## config.mk

```make
export PLATFORM = sky130hd
export DESIGN_NAME = alarm_stage
export DESIGN_NICKNAME = d
export VERILOG_FILES = /design/src/rtl/alarm_stage.sv
export SDC_FILE = /design/constraint.sdc
export NUM_CORES = 1
export LEC_CHECK = 0
export BUFFER_PORTS_ARGS = -buffer_cell sky130_fd_sc_hd__buf_2
export CAP_MARGIN = 20
export CORE_UTILIZATION = 57
export CTS_CLUSTER_SIZE = 30
export DETAILED_ROUTE_END_ITERATION = 8
export GPL_TIMING_DRIVEN = 0
export HOLD_SLACK_MARGIN = 0.06
export PLACE_DENSITY = 0.95
export SYNTH_ARGS = -nofsm -noshare
export SYNTH_HDL_FRONTEND = slang
export SYNTH_SLANG_ARGS = --single-unit
export TNS_END_PERCENT = 1
```

## constraint.sdc

```tcl
create_clock -name clk -period 3.6 [get_ports clk]
set_input_delay 0.36 -clock clk [delete_from_list [all_inputs] [get_ports clk]]
set_output_delay 0.36 -clock clk [all_outputs]
set_load 0.01 [all_outputs]
```

## src/rtl/alarm_stage.sv

```systemverilog
module alarm_stage #(
  parameter int WORD_W = 16,
  parameter int EXT_W  = 15,
  localparam int TGT_W = 2 * WORD_W + EXT_W
) (
  input  logic              clk,
  input  logic              rst_n,
  input  logic              wr_en,
  input  logic [1:0]        wr_addr,
  input  logic [WORD_W-1:0] wr_data,
  input  logic [1:0]        rd_addr,
  output logic [WORD_W-1:0] rd_data,
  input  logic              flush,
  input  logic              alm_en,
  input  logic [TGT_W-1:0]  count,
  input  logic              alm_clr,
  output logic [2:0]        pending,
  output logic              commit,
  output logic [TGT_W-1:0]  target,
  output logic              alarm
);
  localparam logic [WORD_W-1:0] WORD_ONES = '1;
  localparam logic [EXT_W-1:0]  EXT_ONES  = '1;

  logic [WORD_W-1:0] stg_lo, stg_hi, act_lo, act_hi;
  logic [EXT_W-1:0]  stg_ex, act_ex;
  logic [2:0]        sel, pend_nxt;
  logic              fire;

  always_comb begin
    sel = 3'b000;
    if (wr_en && wr_addr != 2'd3) sel[wr_addr] = 1'b1;
  end

  assign pend_nxt = pending | sel;
  assign fire     = !flush && (|sel) && (&pend_nxt);
  assign target   = {act_hi, act_lo, act_ex};

  always_ff @(posedge clk) begin
    if (!rst_n) begin
      stg_lo  <= WORD_ONES;
      stg_hi  <= WORD_ONES;
      stg_ex  <= EXT_ONES;
      act_lo  <= WORD_ONES;
      act_hi  <= WORD_ONES;
      act_ex  <= EXT_ONES;
      pending <= 3'b000;
      commit  <= 1'b0;
    end else begin
      commit <= 1'b0;
      if (flush) begin
        pending <= 3'b000;
      end else begin
        if (sel[0]) stg_lo <= wr_data;
        if (sel[1]) stg_hi <= wr_data;
        if (sel[2]) stg_ex <= wr_data[EXT_W-1:0];
        if (fire) begin
          act_lo  <= sel[0] ? wr_data : stg_lo;
          act_hi  <= sel[1] ? wr_data : stg_hi;
          act_ex  <= sel[2] ? wr_data[EXT_W-1:0] : stg_ex;
          pending <= 3'b000;
          commit  <= 1'b1;
        end else begin
          pending <= pend_nxt;
        end
      end
    end
  end

  always_ff @(posedge clk) begin
    if (!rst_n)                          alarm <= 1'b0;
    else if (alm_en && count == target)  alarm <= 1'b1;
    else if (alm_clr)                    alarm <= 1'b0;
  end

  always_comb begin
    case (rd_addr)
      2'd0:    rd_data = pending[0] ? stg_lo : act_lo;
      2'd1:    rd_data = pending[1] ? stg_hi : act_hi;
      2'd2:    rd_data = WORD_W'(pending[2] ? stg_ex : act_ex);
      default: rd_data = '0;
    endcase
  end
endmodule

```

# Word level (Yosys, flattened, before mapping)
# Cells that the tools add are included.
# W data, S select, Z words.
[word_totals] output_inout_bits=68 ff_bits=99 inputBits=73 word_cells=44
[op_classes] n_lt_le_gt_ge=2 eq_ne=4 n_reduce_logical=13 n_mux=13 n_bitwise=3
[ops] operator="$mux W16" count=4
[ops] operator="$pmux W16 S3" count=1
[ops] operator="$eq A47 B47 Y1" count=1
[ops] operator="$mux W15" count=2
[ops] operator="$reduce_or A3 Y1" count=2
[ops] operator="$logic_and A1 B1 Y1" count=5
[ops] operator="$mux W1" count=4
[ops] operator="$lt A2 B3 Y1 const B" count=1
[ops] operator="$mux W3" count=1
[ops] operator="$or A3 B3 Y3" count=1
[ops] operator="$reduce_and A3 Y1" count=1
[ops] operator="$demux W1 S2" count=1
[ops] operator="$eq A2 B1 Y1 const B" count=1
[ops] operator="$eq A2 B2 Y1 const B" count=1
[ops] operator="$ge A2 B1 Y1 const B" count=1
[ops] operator="$logic_not A2 Y1" count=1
[ops] operator="$ne A2 B2 Y1 const B" count=1
[ops] operator="$not A1 Y1" count=2
[ops] operator="$reduce_and A2 Y1" count=1
[ops] operator="$reduce_bool A2 Y1" count=1
[ops] operator="$reduce_or A2 Y1" count=1
[ops] operator="$logic_not A1 Y1" count=1

# Logic depth before layout (Yosys ltp)
# Gate-level depths: netlist of run 1.
[depth] word_depth=9 ltp_mapped=9 mapped_depth_nobuf=5

# Worst setup path before layout of run 1
# Ideal clock, no wire load.
[synth_timing] path_kind="register -> output" start="reg pending[0]" end="out rd_data[10]" n_path_buf=2 slack_ns=1.689 arrival_time_ns=1.551 t_required_ns=3.240 path_stages_with_launch=6 path_cell_list="dfxtp_1 > buf_2 > buf_1 > mux2_2 > o21ai_0 > o22ai_1"
[synth_via] elab_chain_len=2
[synth_rtl] item="start, declared" line_no="17" text="output logic [2:0] pending,"
[synth_rtl] item="start signal, assigned" line_no="64" text="pending <= pend_nxt;"
[synth_rtl] item="$mux W16" line_no="78" text="2'd0: rd_data = pending[0] ? stg_lo : act_lo;"
[synth_rtl] item="$pmux W16 S3" line_no="77" text="case (rd_addr)"
[synth_rtl] item="end, declared" line_no="12" text="output logic [WORD_W-1:0] rd_data,"
# No other way between the ends.

# Worst setup path after layout of run 1
[layout_timing] start="reg pending[0]" end="out rd_data[11]"
# Same word-level chain as after synthesis.

==> metrics.csv, run 1 <==
stage,metric,value,unit
logic_synthesis,synthArstFlopShare,0,
clocking,clk_latency,370,ps
clocking,ctsHtreeMaxLevel,3,
timing,max_freq,311,MHz
hold_path,hp-start,alm_clr,
clocking,cts_sinks,99,
hold_path,hold_depth,3,
die,num_io_pins,141,
critical_path,path_max_fanout,10,
logic_synthesis,syn_inst,611,
clocking,root_buffer,clkbuf_8,
timing,fin_skew,16.7,ps
critical_path,critical_path.endpoint_type,output pin,
critical_path,cp.arrival,2860,ps
finish,antenna_cells,0,
logic_synthesis,ys.flop_type,dfxtp_1,
global_routing,grt_pass1_wl,29400,um
clocking,post_cts_buffers,0,
clocking,numCtsBuffers,9,
die,die_area,0.00985,mm2
power_and_ir_drop,total_power,2.18,mW
timing,finalSetupViolations,0,
global_routing,antenna_found_initial,0,
logic_synthesis,synth_enable_flop_cells,0,
clocking,hold_buffers,0,
critical_path,r2r_cells,7,
logic_synthesis,ys_seq_area_frac,0.368,
drt,finalWirelength,19700,um
drt,route.detailed.drc,0,
global_routing,grt_pass1_vias,5343,
clocking,cts_tree,built,
flow_run,maxCapViolCount,0,
die,core_area,0.00920,mm2
finish,syn_to_final_growth,19.3,%
critical_path,r2r_setup_slack,1280,ps
drt,post_drt_wl_per_cell,22.5,um
drt,ant_nets,0,
timing,maxSlewViolCount,0,
drt,via_per_inst,6.46,
drt,num_vias,5659,
logic_synthesis,synth.distinct_cells,32,
timing,rsz0062_at_grt,no,
timing,hold_viol,0,
die,die_x,99.3,um
power_and_ir_drop,total_leakage_power,2.88,nW
critical_path,cp.required,3240,ps
timing,fin_tns_setup,0,ps
drt,drt_first_pass_iters,6,
die,die_y,99.3,um
critical_path,reg2reg_from,pending[2],
logic_synthesis,syn-cell-area,0.00539,mm2
logic_synthesis,syn_area_per_cell,8.83,um2
clocking,clk_pin_slew,100,ps
critical_path,critPathKind,reg2out,
logic_synthesis,ys_ff_latch,99,
clocking,cts_buffer_depth,2,
die,initial_utilization,0.586,
timing,min_period,3220,ps
drt,drt_iter0_drc,717,
global_routing,track_usage,0.399,
critical_path,reg2reg_to,act_ex[10],
timing,min_period_over_period,0.894,
finish,layout.nets,833,
placed_design,place.gp.congestion,0.929,
finish,fillers,733,
timing,max-slew-margin-rel,0.321,
global_routing,grt_max_degree,16,
global_routing,overflow,0,
clocking,cts_resized,0,
outcome,status,"complete, no violations",
hold_path,min-delay-path-class,in2reg,
power_and_ir_drop,powerDensity,339,mW/mm2
die,num_rows,35,
finish,drive_gt1_frac,0.289,
power_and_ir_drop,ir_worst_vdd,0.212,mV
timing,worst_pin_slew,1010,ps
critical_path,start_kind,register,
placed_design,portBuffers,138,
placed_design,dp_hpwl,14600,um
hold_path,hold_end,alarm,
logic_synthesis,ys_warn_count,0,
logic_synthesis,synth_nets,684,
==> routing by layer <==
| layer | global-route usage | up-vias | share of wire | wire length (um) |
|---|---|---|---|---|
| met3 | 0.0703 | 104 | 0.12 | 2320 |
| li1 | - | 2435 | - | - |
| met2 | 0.637 | 468 | 0.44 | 8730 |
| met5 | 0 | - | 0 | 0 |
| met1 | 0.509 | 2652 | 0.38 | 7430 |
| met4 | 0.234 | 0 | 0.064 | 1270 |
==> worst max-delay path by stage <==
| stage | startpoint | endpoint | slack (ps) | cells past startpoint |
|---|---|---|---|---|
| 3_5_place_dp | pending[0] | rd_data[11] | 910 | 6 |
| 3_3_place_gp | pending[0] | rd_data[11] | 940 | 6 |
| 4_1_cts | pending[0] | rd_data[11] | 530 | 6 |
| 5_1_grt | pending[0] | rd_data[11] | 380 | 6 |
| 6_report | pending[0] | rd_data[11] | 380 | 6 |
| 2_1_floorplan | pending[0] | rd_data[10] | 1690 | 5 |
==> worst max-delay path, cell delays in order (launching register included) <==
cell and delay (ps):
dfxtp_1 360, buf_2 330, buf_1 710, mux2_2 420, o21ai_0 340, o22ai_1 150
buf_2 180
==> cells in the final DEF (no fill, tap or decap), types with 7 or more instances in the layout <==
master	Yosys	routed
o211ai_2	39	39
xor2_1	26	26
o211ai_1	8	8
clkbuf_8	0	11
dfxtp_1	99	99
nor4_1	9	8
mux2_2	15	15
nand3_1	48	48
nand2_1	156	156
mux2i_1	78	78
clkbuf_1	32	34
xnor2_1	21	21
o22ai_1	15	15
o21ai_0	16	16
buf_2	5	143
nand4_1	7	7
==> where the power goes <==
group | internal (mW) | total (mW) | switching [mW]
Clock | 0.362 | 0.760 | 0.398
Combinational | 0.107 | 0.292 | 0.185
Sequential | 1.11 | 1.13 | 0.0160
==> cell families after synthesis <==
family | Yosys count | share of synthesized area
AND/OR/NAND/NOR | 237 | 0.190
XOR/XNOR | 47 | 0.0763
flip-flops | 99 | 0.368
multiplexers | 93 | 0.176
buffers and inverters | 50 | 0.0457
AO/OA/AOI/OAI | 85 | 0.144
==> synthesized netlist by cell type (3+ instances only) <==
library cell,n,area [um2]
nand2_1,156,586
o211ai_2,39,488
dfxtp_1,99,1980
buf_1,3,11.3
xnor2_1,21,184
o22ai_1,15,93.8
mux2i_1,78,781
nor2_1,4,15.0
buf_6,6,67.6
o211ai_1,8,60.1
nand2b_1,3,18.8
xor2_1,26,228
nand4_1,7,43.8
mux2_2,15,169
nor4_1,9,56.3
clkbuf_1,32,120
buf_2,5,25.0
o21ai_0,16,80.1
nand3_1,48,240
nor2b_1,4,25.0
==> layout make-up <==
class / instances / area (um2) / share of cell area
buffer: 48 / 239 / 0.0371
clock buffer: 13 / 159 / 0.0247
clock inverter: 3 / 46.3 / 0.00720
inverter: 2 / 7.51 / 0.00117
multi-input combinational: 462 / 3170 / 0.493
sequential: 99 / 1980 / 0.308
tap: 111 / 139 / 0.0216
timing repair buffer: 138 / 691 / 0.107
==> registers in the layout (all words and copies together), names as in the netlist <==
signal	count
stg_lo	16
stg_hi	16
act_ex	15
commit	1
pending	3
alarm	1
act_lo	16
stg_ex	15
act_hi	16
==> metrics by stage <==
step                hold slack [ps]  utilization  std cells  area [um2]  setup slack [ps]
global placement                465        0.677        860        6220               940
floorplan                       456            -        611        5390              1690
finish                          277        0.700        876        6430               382
CTS                             281        0.700        876        6430               527
global route                    276        0.700        876        6430               383
detailed placement              478        0.677        860        6230               908
Power figures use the tool's default switching activity.
==> inputs of run 2 (changes only) <==
- ABC_AREA: not set -> 1
- CORE_UTILIZATION: 57 -> 58
- SLEW_MARGIN: not set -> 20
==> run 2 against run 1 <==
Net effect:
- the flow now finishes with violations (design-rule violations)
- non-clock buffer count grew 2
- worst setup slack gained 660 ps
- clock skew shrank 8.7 ps
- critical path depth shrank 1
- die area shrank 0.19%
- highest routed layer unchanged
- critical endpoint is now rd_data[8]
- fmax grew 26%
- global-route usage shrank 1.8 points
==> metrics.csv, run 2 <==
stage,metric,value,unit,change
logic_synthesis,synth.area.top_cells,"dfxtp_1 36%, nand2_1 20%, a21oi_1 9.2%, o21ai_0 8.0%, inv_1 7.3%",,"was dfxtp_1 37%, mux2i_1 14%, nand2_1 11%, o211ai_2 9.0%, nand3_1 4.5%"
logic_synthesis,netlist_top_cells_count,"297 x nand2_1, 107 x inv_1, 101 x a21oi_1, 99 x dfxtp_1, 88 x o21ai_0",,"was 156 x nand2_1, 99 x dfxtp_1, 78 x mux2i_1, 48 x nand3_1, 39 x o211ai_2"
die,die_y,99.2,um,was 99.3 um
clocking,numCtsBuffers,9,,unchanged
power_and_ir_drop,ir_worst_vdd,0.229,mV,was 0.212 mV
logic_synthesis,syn_area_per_cell,6.20,um2,was 8.83 um2
timing,rsz0062_at_grt,no,,unchanged
clocking,ctsHtreeMaxLevel,3,,unchanged
critical_path,cp_slowest_cell,dfxtp_1,,was buf_1
global_routing,antenna_found_initial,0,,unchanged
drt,drt_first_pass_iters,7,,was 6
clocking,cts_buffer_depth,2,,unchanged
clocking,root_buffer,clkbuf_8,,unchanged
logic_synthesis,synth_top_area_cell,dfxtp_1,,unchanged
critical_path,cpPeakStageDelay,530,ps,was 710 ps
logic_synthesis,syn-cell-area,0.00548,mm2,was 0.00539 mm2
power_and_ir_drop,total_leakage_power,3.58,nW,was 2.88 nW
finish,final_core_util,0.709,,was 0.700
die,core_area,0.00920,mm2,unchanged
logic_synthesis,synth_enable_flop_cells,0,,unchanged
finish,final_cell_mix,"297 x nand2_1, 140 x buf_2, 107 x inv_1",,"was 156 x nand2_1, 143 x buf_2, 99 x dfxtp_1"
logic_synthesis,synth.top_cell.area_share,0.362,,was 0.368
timing,fin_skew,7.99,ps,was 16.7 ps
clocking,hold_buffers,0,,unchanged
logic_synthesis,synth_top_family_by_area,simple AND/OR/NAND/NOR gates,,unchanged
finish,drive_gt1_frac,0.161,,was 0.289
outcome,status,"finished, violations left",,"was complete, no violations"
logic_synthesis,ys.flop_type,dfxtp_1,,unchanged
logic_synthesis,synth_compound_area_frac,0.227,,was 0.144
power_and_ir_drop,total_power,2.36,mW,was 2.18 mW
logic_synthesis,synth-simple-area-share,0.271,,was 0.190
clocking,cts_tree,built,,unchanged
timing,finalSetupViolations,0,,unchanged
clocking,post_cts_buffers,0,,unchanged
placed_design,portBuffers,138,,unchanged
power_and_ir_drop,power_frac_seq,0.493,,was 0.518
critical_path,path_max_fanout,10,,unchanged
clocking,cts_sinks,99,,unchanged
finish,layout_commonest_cell,nand2_1,,unchanged
clocking,clk_latency,380,ps,was 370 ps
critical_path,cp.required,3240,ps,about the same
drt,via_per_inst,5.78,,was 6.46
logic_synthesis,synth.distinct_cells,26,,was 32
timing,hold_viol,0,,unchanged
logic_synthesis,synth_most_common_cell,nand2_1,,unchanged
logic_synthesis,muxShareOfSynthArea,0,,was 0.176
logic_synthesis,yosys.area_share.xor_xnor,0.0224,,was 0.0763
die,die_x,99.2,um,was 99.3 um
drt,post_drt_wl_per_cell,16.2,um,was 22.5 um
drt,num_vias,6645,,was 5659
logic_synthesis,syn_inst,884,,was 611
drt,ant_nets,0,,unchanged
critical_path,path_cells,inv_2 > clkbuf_1 > o21ai_0 > o311ai_0 > buf_2,,was buf_2 > buf_1 > mux2_2 > o21ai_0 > o22ai_1 > buf_2
die,die_area,0.00983,mm2,was 0.00985 mm2
finish,layoutNonFillerInstCount,1149,,was 876
die,num_io_pins,141,,unchanged
finish,layout.nets,1106,,was 833
timing,worst_pin_slew,734,ps,was 1010 ps
global_routing,track_usage,0.381,,was 0.399
power_and_ir_drop,pwr-share-clk,0.343,,was 0.348
power_and_ir_drop,powerDensity,362,mW/mm2,was 339 mW/mm2
critical_path,critical_path.endpoint_type,output pin,,unchanged
global_routing,grt_pass1_vias,5799,,was 5343
timing,layout_setup_ws,1040,ps,was 382 ps
placed_design,dp_hpwl,14100,um,was 14600 um
placed_design,dp_cells,1133,,was 860
finish,syn_to_final_growth,19.1,%,was 19.3%
critical_path,start_kind,register,,unchanged
flow_run,maxCapViolCount,0,,unchanged
power_and_ir_drop,p_switching,699,uW,was 599 uW
placed_design,place_ws,1370,ps,was 908 ps
global_routing,grt_max_degree,17,,was 16
logic_synthesis,synth_nets,957,,was 684
critical_path,cp.arrival,2200,ps,was 2860 ps
clocking,cts_resized,0,,unchanged
power_and_ir_drop,combinationalPowerShare,0.164,,was 0.134
timing,min_period_over_period,0.710,,was 0.894
logic_synthesis,ys_ff_latch,99,,unchanged
logic_synthesis,synthArstFlopShare,0,,unchanged
power_and_ir_drop,p_sw_frac,0.296,,was 0.274
drt,drt_iter0_drc,757,,was 717
global_routing,grt_pass1_wl,28800,um,was 29400 um
timing,max_freq,391,MHz,was 311 MHz
power_and_ir_drop,internal-power,1.66,mW,was 1.58 mW
logic_synthesis,ys_warn_count,0,,unchanged
timing,min_period,2560,ps,was 3220 ps
placed_design,place.gp.congestion,1.01,,was 0.929
timing,max-slew-margin-rel,0.511,,was 0.321
global_routing,overflow,0,,unchanged
drt,route.detailed.drc,1,,was 0
timing,maxSlewViolCount,0,,unchanged
die,num_rows,35,,unchanged
drt,finalWirelength,18600,um,was 19700 um
die,initial_utilization,0.596,,was 0.586
timing,fin_tns_setup,0,ps,unchanged
finish,antenna_cells,0,,unchanged
clocking,clk_pin_slew,100,ps,about the same
hold_path,min-delay-path-class,in2reg,,unchanged
outcome,violations,design-rule violations,,
logic_synthesis,synth_adder_area_share,0,,unchanged
critical_path,critPathKind,reg2out,,unchanged
logic_synthesis,ys_seq_area_frac,0.362,,was 0.368
-- run 2: routing by layer --
metal,track usage,vias to the layer above,share of wire
met1,0.498,2891,0.39
met4,0.252,0,0.066
met5,0,-,0
met3,0.0787,97,0.14
met2,0.573,542,0.41
li1,-,3115,-
-- run 2: area by class of cell --
class	count	area, um2
well taps	111	139
clock inverters	6	88.8
plain buffers	50	231
flip-flops and latches	99	1980
clock buffers	10	128
inverters	110	415
repair buffers	138	691
fillers	794	2670
multi-input cells	625	2850
-- run 2: kinds of logic (layout without fill, tap and decap cells) --
| logic type | Yosys count | in the layout |
|---|---|---|
| xor gates and xnor gates | 14 | 14 |
| AOI/OAI and AO/OA | 232 | 232 |
| buffers and inverters | 160 | 314 |
| DFF | 99 | 99 |
| and+or+nand+nor | 379 | 379 |
-- run 2: worst paths after layout --
path / from / to / slack (ps) / cells past startpoint
worst min register to register: alarm / alarm / 470 / 2
worst max-delay path: pending[1] / rd_data[8] / 1040 / 5
worst min-delay path: alm_clr / alarm / 230 / 4
worst max register to register: pending[2] / act_ex[5] / 1800 / 7
-- run 2: power groups by stage --
stage               registers (mW)  logic, mW  clock network, mW
global route                  1.17      0.424              0.840
finish                        1.17      0.387              0.810
detailed placement            1.19      0.368                  0
CTS                           1.16      0.373              0.794
floorplan                     1.18      0.231                  0
global placement              1.19      0.360                  0
-- run 2: worst max-delay path, delay by kind of cell (launching register included) --
| family | cells | cell delay, ps |
|---|---|---|
| flops | 1 | 530 |
| compound gates | 2 | 660 |
| buf+inv | 3 | 630 |
-- run 2: stage by stage --
stage	hold WS (ps)	cell area, um2
6_report	229	6520
3_3_place_gp	456	6310
5_1_grt	239	6520
3_5_place_dp	460	6310
4_1_cts	235	6520
2_1_floorplan	455	5480
==> inputs of run 3 (changes only) <==
- CORE_UTILIZATION: 58 -> 48
- PLACE_DENSITY: 0.95 -> 0.86
- clock period: 3.6 -> 2.3 ns (I/O delays scaled with it)
==> run 3 against run 2 <==
Net effect:
- the run now ends clean
- critical path depth up 1
- worst hold slack lost 100 ps
- core utilization fell by 10 points
==> metrics.csv, run 3 (synthesis gave the netlist of run 2 again) <==
stage,metric,value,unit,change
critical_path,cp_slowest_cell,nor2_1,,was dfxtp_1
critical_path,critPathKind,in2out,,was reg2out
timing,worst_pin_slew,730,ps,was 734 ps
power_and_ir_drop,ir_worst_vdd,0.337,mV,was 0.229 mV
critical_path,path_cells,buf_2 > nor2_1 > clkbuf_1 > o211ai_1 > o311ai_0 > buf_2,,was inv_2 > clkbuf_1 > o21ai_0 > o311ai_0 > buf_2
critical_path,endpoint,rd_data[4],,was rd_data[8]
critical_path,reg2reg_to,act_hi[3],,was act_ex[5]
drt,via_per_inst,5.54,,was 5.78
die,core_area,0.0110,mm2,was 0.00920 mm2
clocking,root_buffer,clkbuf_16,,was clkbuf_8
flow_run,maxCapViolCount,0,,unchanged
critical_path,cpPeakStageDelay,490,ps,was 530 ps
clocking,cts_buffer_depth,2,,unchanged
die,num_io_pins,141,,unchanged
timing,hold_viol,0,,unchanged
finish,final_cell_mix,"297 x nand2_1, 140 x buf_2, 107 x inv_1",,unchanged
drt,num_vias,6519,,was 6645
critical_path,start_kind,input pin,,was register
die,die_area,0.0118,mm2,was 0.00983 mm2
critical_path,path_max_fanout,10,,unchanged
timing,fin_tns_setup,0,ps,unchanged
critical_path,crit_family,buffers and inverters,,was compound AO/OA/AOI/OAI gates
global_routing,overflow,0,,unchanged
finish,antenna_cells,0,,unchanged
timing,min_period,2290,ps,
clocking,cts_tree,built,,unchanged
placed_design,dp_hpwl,14500,um,was 14100 um
timing,rsz0062_at_grt,no,,unchanged
placed_design,dp_cells,1162,,was 1133
power_and_ir_drop,powerDensity,611,mW/mm2,was 362 mW/mm2
timing,hold_slack,126,ps,was 229 ps
drt,drt_iter0_drc,616,,was 757
finish,fillers,1043,,was 794
critical_path,critical_path.endpoint_type,output pin,,unchanged
finish,layoutNonFillerInstCount,1177,,was 1149
drt,ant_nets,0,,unchanged
die,die_x,109,um,was 99.2 um
critical_path,r2r_setup_slack,560,ps,was 1800 ps
clocking,clk_latency,350,ps,was 380 ps
critical_path,crit_top_cell,buf_2,,
critical_path,r2r_cells,7,,unchanged
clocking,cts_sinks,99,,unchanged
timing,finalSetupViolations,0,,unchanged
die,num_rows,38,,was 35
timing,max-slew-margin-rel,0.513,,was 0.511
finish,layout_commonest_cell,nand2_1,,unchanged
timing,max_freq,437,MHz,
power_and_ir_drop,total_leakage_power,3.63,nW,was 3.58 nW
drt,drt_first_pass_iters,5,,was 7
placed_design,place.gp.congestion,0.974,,was 1.01
critical_path,cp-startpoint,rd_addr[1],,was pending[1]
outcome,status,"complete, no violations",,"was finished, violations left"
timing,maxSlewViolCount,0,,unchanged
finish,syn_to_final_growth,21.7,%,was 19.1%
critical_path,crit_buf_inv,3,,unchanged
timing,fin_skew,9.34,ps,was 7.99 ps
critical_path,reg2reg_from,pending[2],,unchanged
timing,min_period_over_period,0.995,,
clocking,clk_pin_slew,70,ps,was 100 ps
hold_path,min-delay-path-class,in2reg,,unchanged
finish,layout.nets,1106,,unchanged
drt,finalWirelength,19100,um,was 18600 um
die,die_y,109,um,was 99.2 um
global_routing,track_usage,0.332,,was 0.381
die,initial_utilization,0.499,,was 0.596
clocking,numCtsBuffers,9,,unchanged
critical_path,cp.required,2070,ps,was 3240 ps
global_routing,grt_max_degree,16,,was 17
global_routing,grt_pass1_wl,29600,um,was 28800 um
critical_path,cp.arrival,2060,ps,was 2200 ps
global_routing,antenna_found_initial,0,,unchanged
drt,post_drt_wl_per_cell,16.2,um,about the same
drt,route.detailed.drc,0,,was 1
global_routing,grt_pass1_vias,5678,,was 5799
finish,drive_gt1_frac,0.163,,was 0.161
power_and_ir_drop,total_power,4.07,mW,was 2.36 mW
clocking,ctsHtreeMaxLevel,3,,unchanged
critical_path,cp.depth,6,,was 5
placed_design,portBuffers,138,,unchanged
## run 3: final cells by class
| cell class | instances | area [um2] | share of cell area |
|---|---|---|---|
| Clock inverter | 4 | 75.1 | 0.0113 |
| Multi-Input combinational cell | 625 | 2850 | 0.427 |
| Tap cell | 140 | 175 | 0.0263 |
| Inverter | 110 | 415 | 0.0623 |
| Buffer | 50 | 234 | 0.0351 |
| Timing Repair Buffer | 138 | 691 | 0.104 |
| Sequential cell | 99 | 1980 | 0.298 |
| Clock buffer | 11 | 243 | 0.0364 |
## run 3: worst min-delay path by stage
| stage | startpoint | end | cells past startpoint |
|---|---|---|---|
| final | alm_clr | alarm | 4 |
| after global routing | alm_clr | alarm | 4 |
| after CTS | alm_clr | alarm | 4 |
| after detailed placement | alarm | alarm | 2 |
| after global placement | alarm | alarm | 2 |
| after floorplan | alm_clr | alarm | 3 |
## run 3: layer usage
| metal | GRT usage | vias up | part of all wire |
|---|---|---|---|
| met2 | 0.501 | 416 | 0.42 |
| met3 | 0.0460 | 57 | 0.12 |
| li1 | - | 3118 | - |
| met4 | 0.159 | 0 | 0.040 |
| met5 | 0 | - | 0 |
| met1 | 0.466 | 2928 | 0.42 |
## run 3: worst min-delay path: stages
cell and delay (ps):
buf_2 70, inv_1 30, nand2_1 50, a21oi_1 50
## run 3: where the power goes
part	leakage [nW]	switching [mW]	internal (mW)
Clock	0.148	0.663	0.978
Sequential	0.812	0.0482	1.78
Combinational	2.67	0.392	0.214
## run 3: timing repair
item	in CTS	in global routing
pin swaps	0	0
endpoints found under the hold margin	0	0
resized for setup	1	5
hold buffers	0	0
setup buffers	0	0
endpoints found under the setup margin	1	12
## run 3: per-stage QoR
step	cell area, um2	util	setup slack (ps)
4_1_cts	6660	0.606	4.23
3_5_place_dp	6340	0.577	208
5_1_grt	6660	0.607	11.9
6_report	6660	0.607	11.2
3_3_place_gp	6340	0.577	211
2_1_floorplan	5480	-	906
